### config.mk
export PLATFORM = sky130hd
export DESIGN_NAME = cmd_stream_decoder
export DESIGN_NICKNAME = d
export VERILOG_FILES = /design/src/rtl/csd_pkg.sv /design/src/rtl/csd_hdr_decode.sv /design/src/rtl/csd_method_step.sv /design/src/rtl/csd_out_stage.sv /design/src/rtl/cmd_stream_decoder.sv
export SDC_FILE = /design/constraint.sdc
export NUM_CORES = 1
export LEC_CHECK = 0
export BUFFER_PORTS_ARGS = -buffer_cell sky130_fd_sc_hd__buf_4
export CORE_ASPECT_RATIO = 1.4
export CORE_MARGIN = 4
export CORE_UTILIZATION = 30
export DETAILED_ROUTE_END_ITERATION = 16
export GPL_TIMING_DRIVEN = 0
export PLACE_DENSITY_LB_ADDON = 0.3
export SLEW_MARGIN = 20
export SYNTH_ARGS = -nofsm -noshare
export SYNTH_HDL_FRONTEND = slang
export SYNTH_SLANG_ARGS = --single-unit
### constraint.sdc
create_clock -name clk -period 2.95 [get_ports clk]
set_clock_uncertainty 0.15 [all_clocks]
set_input_delay 0.59 -clock clk [delete_from_list [all_inputs] [get_ports clk]]
set_output_delay 0.59 -clock clk [all_outputs]
set_load 0.01 [all_outputs]
### src/rtl/csd_pkg.sv
package csd_pkg;

    parameter int WORD_W   = 32;
    parameter int METHOD_W = 13;
    parameter int SUBCH_W  = 3;
    parameter int COUNT_W  = 13;
    parameter int MODE_W   = 3;

    typedef enum logic [MODE_W-1:0] {
        MODE_INC_OLD = 3'd0,
        MODE_INC     = 3'd1,
        MODE_FIX_OLD = 3'd2,
        MODE_FIX     = 3'd3,
        MODE_IMM     = 3'd4,
        MODE_ONCE    = 3'd5,
        MODE_BAD6    = 3'd6,
        MODE_BAD7    = 3'd7
    } csd_mode_e;

    typedef enum logic [1:0] {
        STEP_INC,
        STEP_FIX,
        STEP_ONCE
    } csd_step_e;

    typedef enum logic {
        ST_HEADER,
        ST_ARGS
    } csd_state_e;

endpackage

### src/rtl/csd_hdr_decode.sv
module csd_hdr_decode
    import csd_pkg::*;
#(
    parameter int W_WORD   = WORD_W,
    parameter int W_METHOD = METHOD_W,
    parameter int W_SUBCH  = SUBCH_W,
    parameter int W_COUNT  = COUNT_W,
    parameter int W_MODE   = MODE_W
) (
    input  logic [W_WORD-1:0]   word,
    output logic [W_METHOD-1:0] method,
    output logic [W_SUBCH-1:0]  subch,
    output logic [W_COUNT-1:0]  count,
    output logic [W_WORD-1:0]   imm_value,
    output csd_step_e           step,
    output logic                is_imm,
    output logic                is_bad,
    output logic                is_once_zero,
    output logic                is_burst
);
    localparam int SUB_LO   = W_METHOD;
    localparam int CNT_LO   = W_METHOD + W_SUBCH;
    localparam int MODE_LO  = CNT_LO + W_COUNT;

    csd_mode_e mode;
    logic      cnt_zero;

    assign method    = word[SUB_LO-1:0];
    assign subch     = word[CNT_LO-1:SUB_LO];
    assign count     = word[MODE_LO-1:CNT_LO];
    assign mode      = csd_mode_e'(word[MODE_LO+W_MODE-1:MODE_LO]);
    assign imm_value = {{(W_WORD-W_COUNT){1'b0}}, count};
    assign cnt_zero  = (count == '0);

    always_comb begin
        step         = STEP_FIX;
        is_imm       = 1'b0;
        is_bad       = 1'b0;
        is_once_zero = 1'b0;
        is_burst     = 1'b0;
        unique case (mode)
            MODE_INC_OLD, MODE_INC: begin
                step     = STEP_INC;
                is_burst = !cnt_zero;
            end
            MODE_FIX_OLD, MODE_FIX: begin
                step     = STEP_FIX;
                is_burst = !cnt_zero;
            end
            MODE_IMM: begin
                is_imm = 1'b1;
            end
            MODE_ONCE: begin
                step         = STEP_ONCE;
                is_burst     = !cnt_zero;
                is_once_zero = cnt_zero;
            end
            default: begin
                is_bad = 1'b1;
            end
        endcase
    end

endmodule

### src/rtl/csd_method_step.sv
module csd_method_step
    import csd_pkg::*;
#(
    parameter int W_METHOD = METHOD_W
) (
    input  csd_step_e           step,
    input  logic [W_METHOD-1:0] cur,
    input  logic [W_METHOD-1:0] base,
    output logic [W_METHOD-1:0] next
);
    localparam logic [W_METHOD-1:0] ONE = {{(W_METHOD-1){1'b0}}, 1'b1};

    always_comb begin
        unique case (step)
            STEP_INC:  next = cur + ONE;
            STEP_ONCE: next = base + ONE;
            default:   next = cur;
        endcase
    end

endmodule

### src/rtl/csd_out_stage.sv
module csd_out_stage #(
    parameter int W_WORD   = 32,
    parameter int W_METHOD = 13,
    parameter int W_SUBCH  = 3
) (
    input  logic                clk,
    input  logic                rst_n,
    input  logic                load,
    input  logic [W_METHOD-1:0] ld_method,
    input  logic [W_SUBCH-1:0]  ld_subch,
    input  logic [W_WORD-1:0]   ld_value,
    input  logic                out_ready,
    output logic                out_valid,
    output logic [W_METHOD-1:0] out_method,
    output logic [W_SUBCH-1:0]  out_subch,
    output logic [W_WORD-1:0]   out_value,
    output logic                slot_free
);
    assign slot_free = !out_valid || out_ready;

    always_ff @(posedge clk or negedge rst_n) begin
        if (!rst_n) begin
            out_valid  <= 1'b0;
            out_method <= '0;
            out_subch  <= '0;
            out_value  <= '0;
        end else if (load) begin
            out_valid  <= 1'b1;
            out_method <= ld_method;
            out_subch  <= ld_subch;
            out_value  <= ld_value;
        end else if (out_ready) begin
            out_valid  <= 1'b0;
        end
    end

endmodule

### src/rtl/cmd_stream_decoder.sv
module cmd_stream_decoder
    import csd_pkg::*;
#(
    parameter int W_WORD   = WORD_W,
    parameter int W_METHOD = METHOD_W,
    parameter int W_SUBCH  = SUBCH_W,
    parameter int W_COUNT  = COUNT_W
) (
    input  logic                clk,
    input  logic                rst_n,
    input  logic                in_valid,
    input  logic [W_WORD-1:0]   in_data,
    output logic                in_ready,
    output logic                out_valid,
    input  logic                out_ready,
    output logic [W_METHOD-1:0] out_method,
    output logic [W_SUBCH-1:0]  out_subch,
    output logic [W_WORD-1:0]   out_value,
    output logic                err_mode,
    output logic                err_count
);
    localparam logic [W_COUNT-1:0] CNT_ONE = {{(W_COUNT-1){1'b0}}, 1'b1};

    csd_state_e state_q, state_d;

    logic [W_METHOD-1:0] base_q, cur_q, cur_next;
    logic [W_SUBCH-1:0]  sub_q;
    logic [W_COUNT-1:0]  rem_q;
    csd_step_e           step_q;

    logic [W_METHOD-1:0] h_method;
    logic [W_SUBCH-1:0]  h_subch;
    logic [W_COUNT-1:0]  h_count;
    logic [W_WORD-1:0]   h_imm;
    csd_step_e           h_step;
    logic                h_imm_en, h_bad, h_once_zero, h_burst;

    logic                accept, slot_free;
    logic                load, start_burst, take_arg;
    logic                err_mode_d, err_count_d;
    logic [W_METHOD-1:0] ld_method;
    logic [W_SUBCH-1:0]  ld_subch;
    logic [W_WORD-1:0]   ld_value;

    csd_hdr_decode #(
        .W_WORD(W_WORD), .W_METHOD(W_METHOD), .W_SUBCH(W_SUBCH),
        .W_COUNT(W_COUNT), .W_MODE(MODE_W)
    ) u_dec (
        .word(in_data), .method(h_method), .subch(h_subch), .count(h_count),
        .imm_value(h_imm), .step(h_step), .is_imm(h_imm_en), .is_bad(h_bad),
        .is_once_zero(h_once_zero), .is_burst(h_burst)
    );

    csd_method_step #(.W_METHOD(W_METHOD)) u_step (
        .step(step_q), .cur(cur_q), .base(base_q), .next(cur_next)
    );

    csd_out_stage #(.W_WORD(W_WORD), .W_METHOD(W_METHOD), .W_SUBCH(W_SUBCH)) u_out (
        .clk(clk), .rst_n(rst_n), .load(load), .ld_method(ld_method),
        .ld_subch(ld_subch), .ld_value(ld_value), .out_ready(out_ready),
        .out_valid(out_valid), .out_method(out_method), .out_subch(out_subch),
        .out_value(out_value), .slot_free(slot_free)
    );

    assign in_ready = slot_free;
    assign accept   = in_valid && slot_free;

    // Next-state and control decode
    always_comb begin
        state_d     = state_q;
        load        = 1'b0;
        start_burst = 1'b0;
        take_arg    = 1'b0;
        err_mode_d  = 1'b0;
        err_count_d = 1'b0;
        ld_method   = cur_q;
        ld_subch    = sub_q;
        ld_value    = in_data;
        unique case (state_q)
            ST_HEADER: begin
                if (accept) begin
                    if (h_bad) begin
                        err_mode_d = 1'b1;
                    end else if (h_imm_en) begin
                        load      = 1'b1;
                        ld_method = h_method;
                        ld_subch  = h_subch;
                        ld_value  = h_imm;
                    end else if (h_once_zero) begin
                        err_count_d = 1'b1;
                    end else if (h_burst) begin
                        start_burst = 1'b1;
                        state_d     = ST_ARGS;
                    end
                end
            end
            ST_ARGS: begin
                if (accept) begin
                    load     = 1'b1;
                    take_arg = 1'b1;
                    if (rem_q == CNT_ONE) begin
                        state_d = ST_HEADER;
                    end
                end
            end
            default: state_d = ST_HEADER;
        endcase
    end

    // State register
    always_ff @(posedge clk or negedge rst_n) begin
        if (!rst_n) begin
            state_q <= ST_HEADER;
        end else begin
            state_q <= state_d;
        end
    end

    // Burst bookkeeping and error outputs
    always_ff @(posedge clk or negedge rst_n) begin
        if (!rst_n) begin
            base_q    <= '0;
            cur_q     <= '0;
            sub_q     <= '0;
            rem_q     <= '0;
            step_q    <= STEP_FIX;
            err_mode  <= 1'b0;
            err_count <= 1'b0;
        end else begin
            err_mode  <= err_mode_d;
            err_count <= err_count_d;
            if (start_burst) begin
                base_q <= h_method;
                cur_q  <= h_method;
                sub_q  <= h_subch;
                rem_q  <= h_count;
                step_q <= h_step;
            end else if (take_arg) begin
                cur_q <= cur_next;
                rem_q <= rem_q - CNT_ONE;
            end
        end
    end

endmodule

# --- Word-level counts from Yosys, hierarchy flattened ---
# Cells that the tools add are included.
# Widths: inputs -> output; s select.
word_totals:
  reg_bits: 96
  in_bits: 36
classes:
  n_addsub: 3
  n_eq_ne: 7
  n_mux: 46
  bitwise_logic: 1
  n_reduce_logical: 14
ops:
  columns: ["cell", "n"]
  rows:
  - ["$mux 32", 4]
  - ["$mux 13", 8]
  - ["$add 13x1->13 const B", 2]
  - ["$mux 1", 26]
  - ["$pmux 13 s2", 1]
  - ["$eq 13x1->1 const B", 1]
  - ["$logic_not 13->1", 1]
  - ["$sub 13x1->13 const B", 1]
  - ["$mux 3", 4]
  - ["$eq 3x2->1 const B", 2]
  - ["$eq 3x3->1 const B", 2]
  - ["$reduce_or 6->1", 1]
  - ["$reduce_or 5->1", 1]
  - ["$pmux 1 s2", 2]
  - ["$pmux 2 s2", 1]
  - ["$reduce_bool 2->1", 2]
  - ["$eq 3x1->1 const B", 1]
  - ["$logic_not 3->1", 1]
  - ["$reduce_bool 3->1", 1]
  - ["$eq 2x2->1 const B", 1]
  - ["$logic_not 1->1", 2]
  - ["$logic_not 2->1", 1]
  - ["$reduce_and 2->1", 1]
  - ["$reduce_or 2->1", 1]
  - ["3 further kinds", 3]

# --- Logic depth before layout (Yosys ltp) ---
logic_depth:
  word_depth: 11
  ltp_mapped: 12
  mapped_depth_nobuf: 9

# --- Hierarchy ---
# From an unflattened synthesis, not the netlist that was laid out.
unflattened:
  hier_cells: 569
  hier_area_um2: 5844.4
by_module_without_submodules:
  columns: ["module", "n_inst", "cells_each", "area_each_um2", "seq_area_each_um2"]
  rows:
  - ["cmd_stream_decoder", 1, 270, 2695.1, 1177.4]
  - ["csd_out_stage", 1, 104, 1858.0, 1226.2]
  - ["csd_method_step", 1, 120, 749.5, 0.0]
  - ["csd_hdr_decode", 1, 75, 541.8, 0.0]

# --- Worst setup path after synthesis ---
# Ideal clock, no wire load.
synth_timing:
  path_kind: "register -> register"
  startpoint: "reg step_q[1]"
  endpoint: "reg cur_q[10]"
  t_arrival_ns: 2.196
  path_slack_ns: 0.478
  path_stages_with_launch: 11
  n_path_buf: 3
  path_cell_list: "dfrtp_1 > buf_4 > nor2b_1 > buf_2 > buf_2 > mux2_1 > ha_1 > and4b_1 > nand3_1 > xor2_1 > a221o_1"
synth_via:
  elab_chain_cells: 4
  word_cells_on_any_way: 7
  classes_between: "1 x eq/ne; 3 x mux; 3 x reduce/logical"
synth_lines:
  columns: ["element", "line", "source"]
  rows:
  - ["start: declaration", "cmd_stream_decoder.sv:29", "csd_step_e step_q;"]
  - ["start signal: assignment", "cmd_stream_decoder.sv:137", "step_q <= h_step;"]
  - ["$eq 2x2->1 / $logic_not 2->1 (equally long branches)", "csd_method_step.sv:14", "unique case (step)"]
  - ["$pmux 13 s2", "csd_method_step.sv:14", null]
  - ["$mux 13", "cmd_stream_decoder.sv:138", "end else if (take_arg) begin"]
  - ["$mux 13", "cmd_stream_decoder.sv:132", "if (start_burst) begin"]
  - ["end signal: assignment", "cmd_stream_decoder.sv:134", "cur_q <= h_method;"]
  - ["end signal: assignment", "cmd_stream_decoder.sv:139", "cur_q <= cur_next;"]
  - ["end: declaration", "cmd_stream_decoder.sv:26", "logic [W_METHOD-1:0] base_q, cur_q, cur_next;"]
# Parallel ways exist; a longest one is shown, timed or not. The select of a mux whose other input is x is not followed.
# A chain may end at the register's enable or synchronous reset.

# --- Worst setup path in the final report ---
layout_timing:
  startpoint: "reg step_q[1]"
  endpoint: "reg cur_q[12]"
# The elaborated chain is that of the path after synthesis.

==> impl_metrics.env <==
export IMPL_routed_via_density=5.25
export IMPL_vias=3996
export IMPL_cts_tree="yes"
export IMPL_dieWidth_um=114
export IMPL_cts_setup_buffers=0
export IMPL_setup_tns_ps=0
export IMPL_die_y_um=156
export IMPL_core_area_um2=15200
export IMPL_avgSynthCellArea_um2=10.1
export IMPL_ff_latch_area_um2=2400
export IMPL_postSynthRegisterBits=96
export IMPL_pwr_share_seq_pct=41.5
export IMPL_power_frac_comb_pct=37.5
export IMPL_n_antenna_cell=0
export IMPL_netlist_area_um2=4690
export IMPL_final_common_cell="nand2_1"
export IMPL_crit_required_ps=3030
export IMPL_fin_util_pct=38.7
export IMPL_dpl_cell_area_um2=5580
export IMPL_p_leak_nw=2.87
export IMPL_min_period_over_period_pct=95.3
export IMPL_synth_top_area_share_pct=50.7
export IMPL_grt_max_degree=97
export IMPL_portBuffers=87
export IMPL_rows=53
export IMPL_place_congestion=0.861
export IMPL_top_level_ports=88
export IMPL_final_nets=603
export IMPL_clock_sinks=96
export IMPL_synthMuxAreaShare_pct=10.2
export IMPL_p_int_w=0.00343
export IMPL_powerDensity_nw_per_um2=943
export IMPL_critPathCaptureType="flop"
export IMPL_synth_nets=505
export IMPL_finalSetupViolations=0
export IMPL_synth_compound_area_share_pct=15.0
export IMPL_path_class="flop to flop"
export IMPL_grt_pass1_wl_um=23700
export IMPL_overflow=0
export IMPL_track_usage_pct=17.4
export IMPL_sw_frac_of_total_pct=38.0
export IMPL_start_util_pct=30.9
export IMPL_status="completed"
export IMPL_cts_made_buffers=9
export IMPL_synthSimpleGateAreaFrac_pct=17.6
export IMPL_yosysTopAreaCell="dfrtp_1"
export IMPL_cp_start_kind="flop"
export IMPL_clockBufferDepth=2
export IMPL_finalCriticalPeriod_ps=2810
export IMPL_fill_cells=1504
export IMPL_hold_class="input pin to async pin"
export IMPL_antenna_left=0
export IMPL_syn2layout_area_growth_pct=25.3
export IMPL_synthTopCellsByArea="dfrtp_1 (51%), mux2i_1 (9.0%), nand2_1 (8.1%)"
export IMPL_dp_slack_ps=-41.3
export IMPL_die_area_um2=17700
export IMPL_grt_setup_unrepaired="no"
export IMPL_layout_common_cells="nand2_1 (101), dfrtp_1 (95), buf_4 (88)"
export IMPL_max_slew_margin_rel_pct=40.5
export IMPL_hold_violations=0
export IMPL_drt_iter0_drc=214
export IMPL_power_switching_w=0.00211
export IMPL_htree_levels=3
export IMPL_max_cap_violations=0
export IMPL_root_buffer="clkbuf_16"
export IMPL_fin_ws_ps=138
export IMPL_wirelength_um=15100
export IMPL_worst_pin_slew_ps=893
export IMPL_cp_max_fo=10
export IMPL_synthXorXnorAreaFrac_pct=2.06
export IMPL_worstPathArrival_ps=2890
export IMPL_clk_pin_slew_worst_paths_ps=80
export IMPL_yosysUniqueCellTypes=56
export IMPL_drc_errors=0
export IMPL_netlist_instances=466
export IMPL_wl_per_cell_um=19.9
export IMPL_peakVddDrop_mv=0.362
export IMPL_design_area_um2=5870
export IMPL_antenna_found_initial=0
export IMPL_synth_seq_area_share_pct=51.3
export IMPL_pwr_share_clk_pct=21.0
export IMPL_slew_violations=0
export IMPL_fmax_mhz=356
export IMPL_synth_fa_ha_area_share_pct=0.801
export IMPL_fin_hold_ws_ps=162
export IMPL_first_pass_iters=4
export IMPL_grt_pass1_vias=4260
export IMPL_synth_top_family_by_area="simple AND/OR/NAND/NOR gates"
export IMPL_clkLatencyLatePin_ps=350
export IMPL_multiInputGateArea_um2=2140
export IMPL_hpwl_um=11200
export IMPL_yosys_warnings=0
export IMPL_drive_above_1_share_pct=22.3
## cell families after synthesis
kind of cell | count (synthesis)
flops | 96
mux | 47
fa+ha+maj | 3
compound gates | 103
simple gates | 176
xor+xnor | 11
buf+inv | 30
## Yosys cell counts, drive strengths merged
cell,instances
a22o,18
and2,4
and4,1
or3,5
nor4,2
a21oi,7
nor3b,3
o41ai,1
o221ai,1
nor3,5
nand4,3
or4,1
mux2,4
o21a,1
a41oi,1
clkbuf,14
xnor2,6
o2111ai,2
dfstp,1
nor2,22
a31oi,2
xor2,5
o32a,1
nand3b,1
a221o,6
o31ai,1
nand2b,6
inv,2
a21o,6
ha,3
o311ai,3
and3,5
nor2b,3
and4b,2
mux2i,43
buf,14
a211oi,2
o211a,1
o211ai,8
nand3,12
dfrtp,95
nand2,101
o21ai,42
## power groups by stage
stage | Combinational [W] | Clock, W | Sequential, W
after CTS | 0.00209 | 0.00117 | 0.00230
final | 0.00208 | 0.00116 | 0.00230
after detailed placement | 0.00208 | 0 | 0.00232
after floorplan | 0.00119 | 0 | 0.00231
after global routing | 0.00230 | 0.00123 | 0.00238
after global placement | 0.00203 | 0 | 0.00230
## flip-flops by register name, summed over array words and instances, names as in the netlist
name              cells
base_q               13
cur_q                13
err_count             1
err_mode              1
rem_q                13
state_q               1
step_q                2
sub_q                 3
u_out.out_method     13
u_out.out_subch       3
u_out.out_valid       1
u_out.out_value      32
## layer usage
metal | vias up | global-route usage [%] | share of wire (%)
met1 | 1995 | 20.1 | 40
met2 | 107 | 31.8 | 53
met3 | 37 | 2.21 | 3.4
met5 | - | 0 | 0
li1 | 1857 | - | -
met4 | 0 | 7.85 | 3.2
## through the flow
| step | total power (W) | std cells |
|---|---|---|
| 2_1_floorplan | 0.00349 | 466 |
| 3_3_place_gp | 0.00433 | 745 |
| 3_5_place_dp | 0.00440 | 745 |
| 4_1_cts | 0.00556 | 761 |
| 5_1_grt | 0.00590 | 761 |
| 6_report | 0.00554 | 761 |
## layout make-up
| type | count | share of cell area [%] |
|---|---|---|
| Sequential cell | 96 | 40.9 |
| Inverter | 2 | 0.128 |
| Multi-Input combinational cell | 340 | 36.5 |
| Tap cell | 192 | 4.09 |
| Timing Repair Buffer | 87 | 11.2 |
| Clock buffer | 9 | 3.84 |
| Clock inverter | 7 | 1.02 |
| Buffer | 28 | 2.28 |
## worst paths after layout
kind                              from             endpoint  slack (ps)  cells after the start
max                          step_q[1]            cur_q[12]         140                     10
min reg2reg                 base_q[12]           base_q[12]         330                      1
min in group clk           in_data[14]             sub_q[1]         300                      3
min                              rst_n  u_out.out_value[20]         160                      1
max reg2reg                  step_q[1]            cur_q[12]         140                     10
max in group asynchronous        rst_n             cur_q[0]        1860                      1
## critical path, cell delays in order, from the launching register on
cell,delay (ps)
dfrtp_1,370
buf_4,160
nor2b_1,120
buf_2,180
clkbuf_4,220
mux2_1,250
ha_1,260
and4b_1,350
nand3_1,140
xor2_1,180
a221o_1,300
## repair_timing
| item | CTS | global route |
|---|---|---|
| hold buffers | 0 | 0 |
| gates resized for setup | 0 | 1 |
| endpoints found under the setup margin | 0 | 1 |
Power figures use the tool's default switching activity.
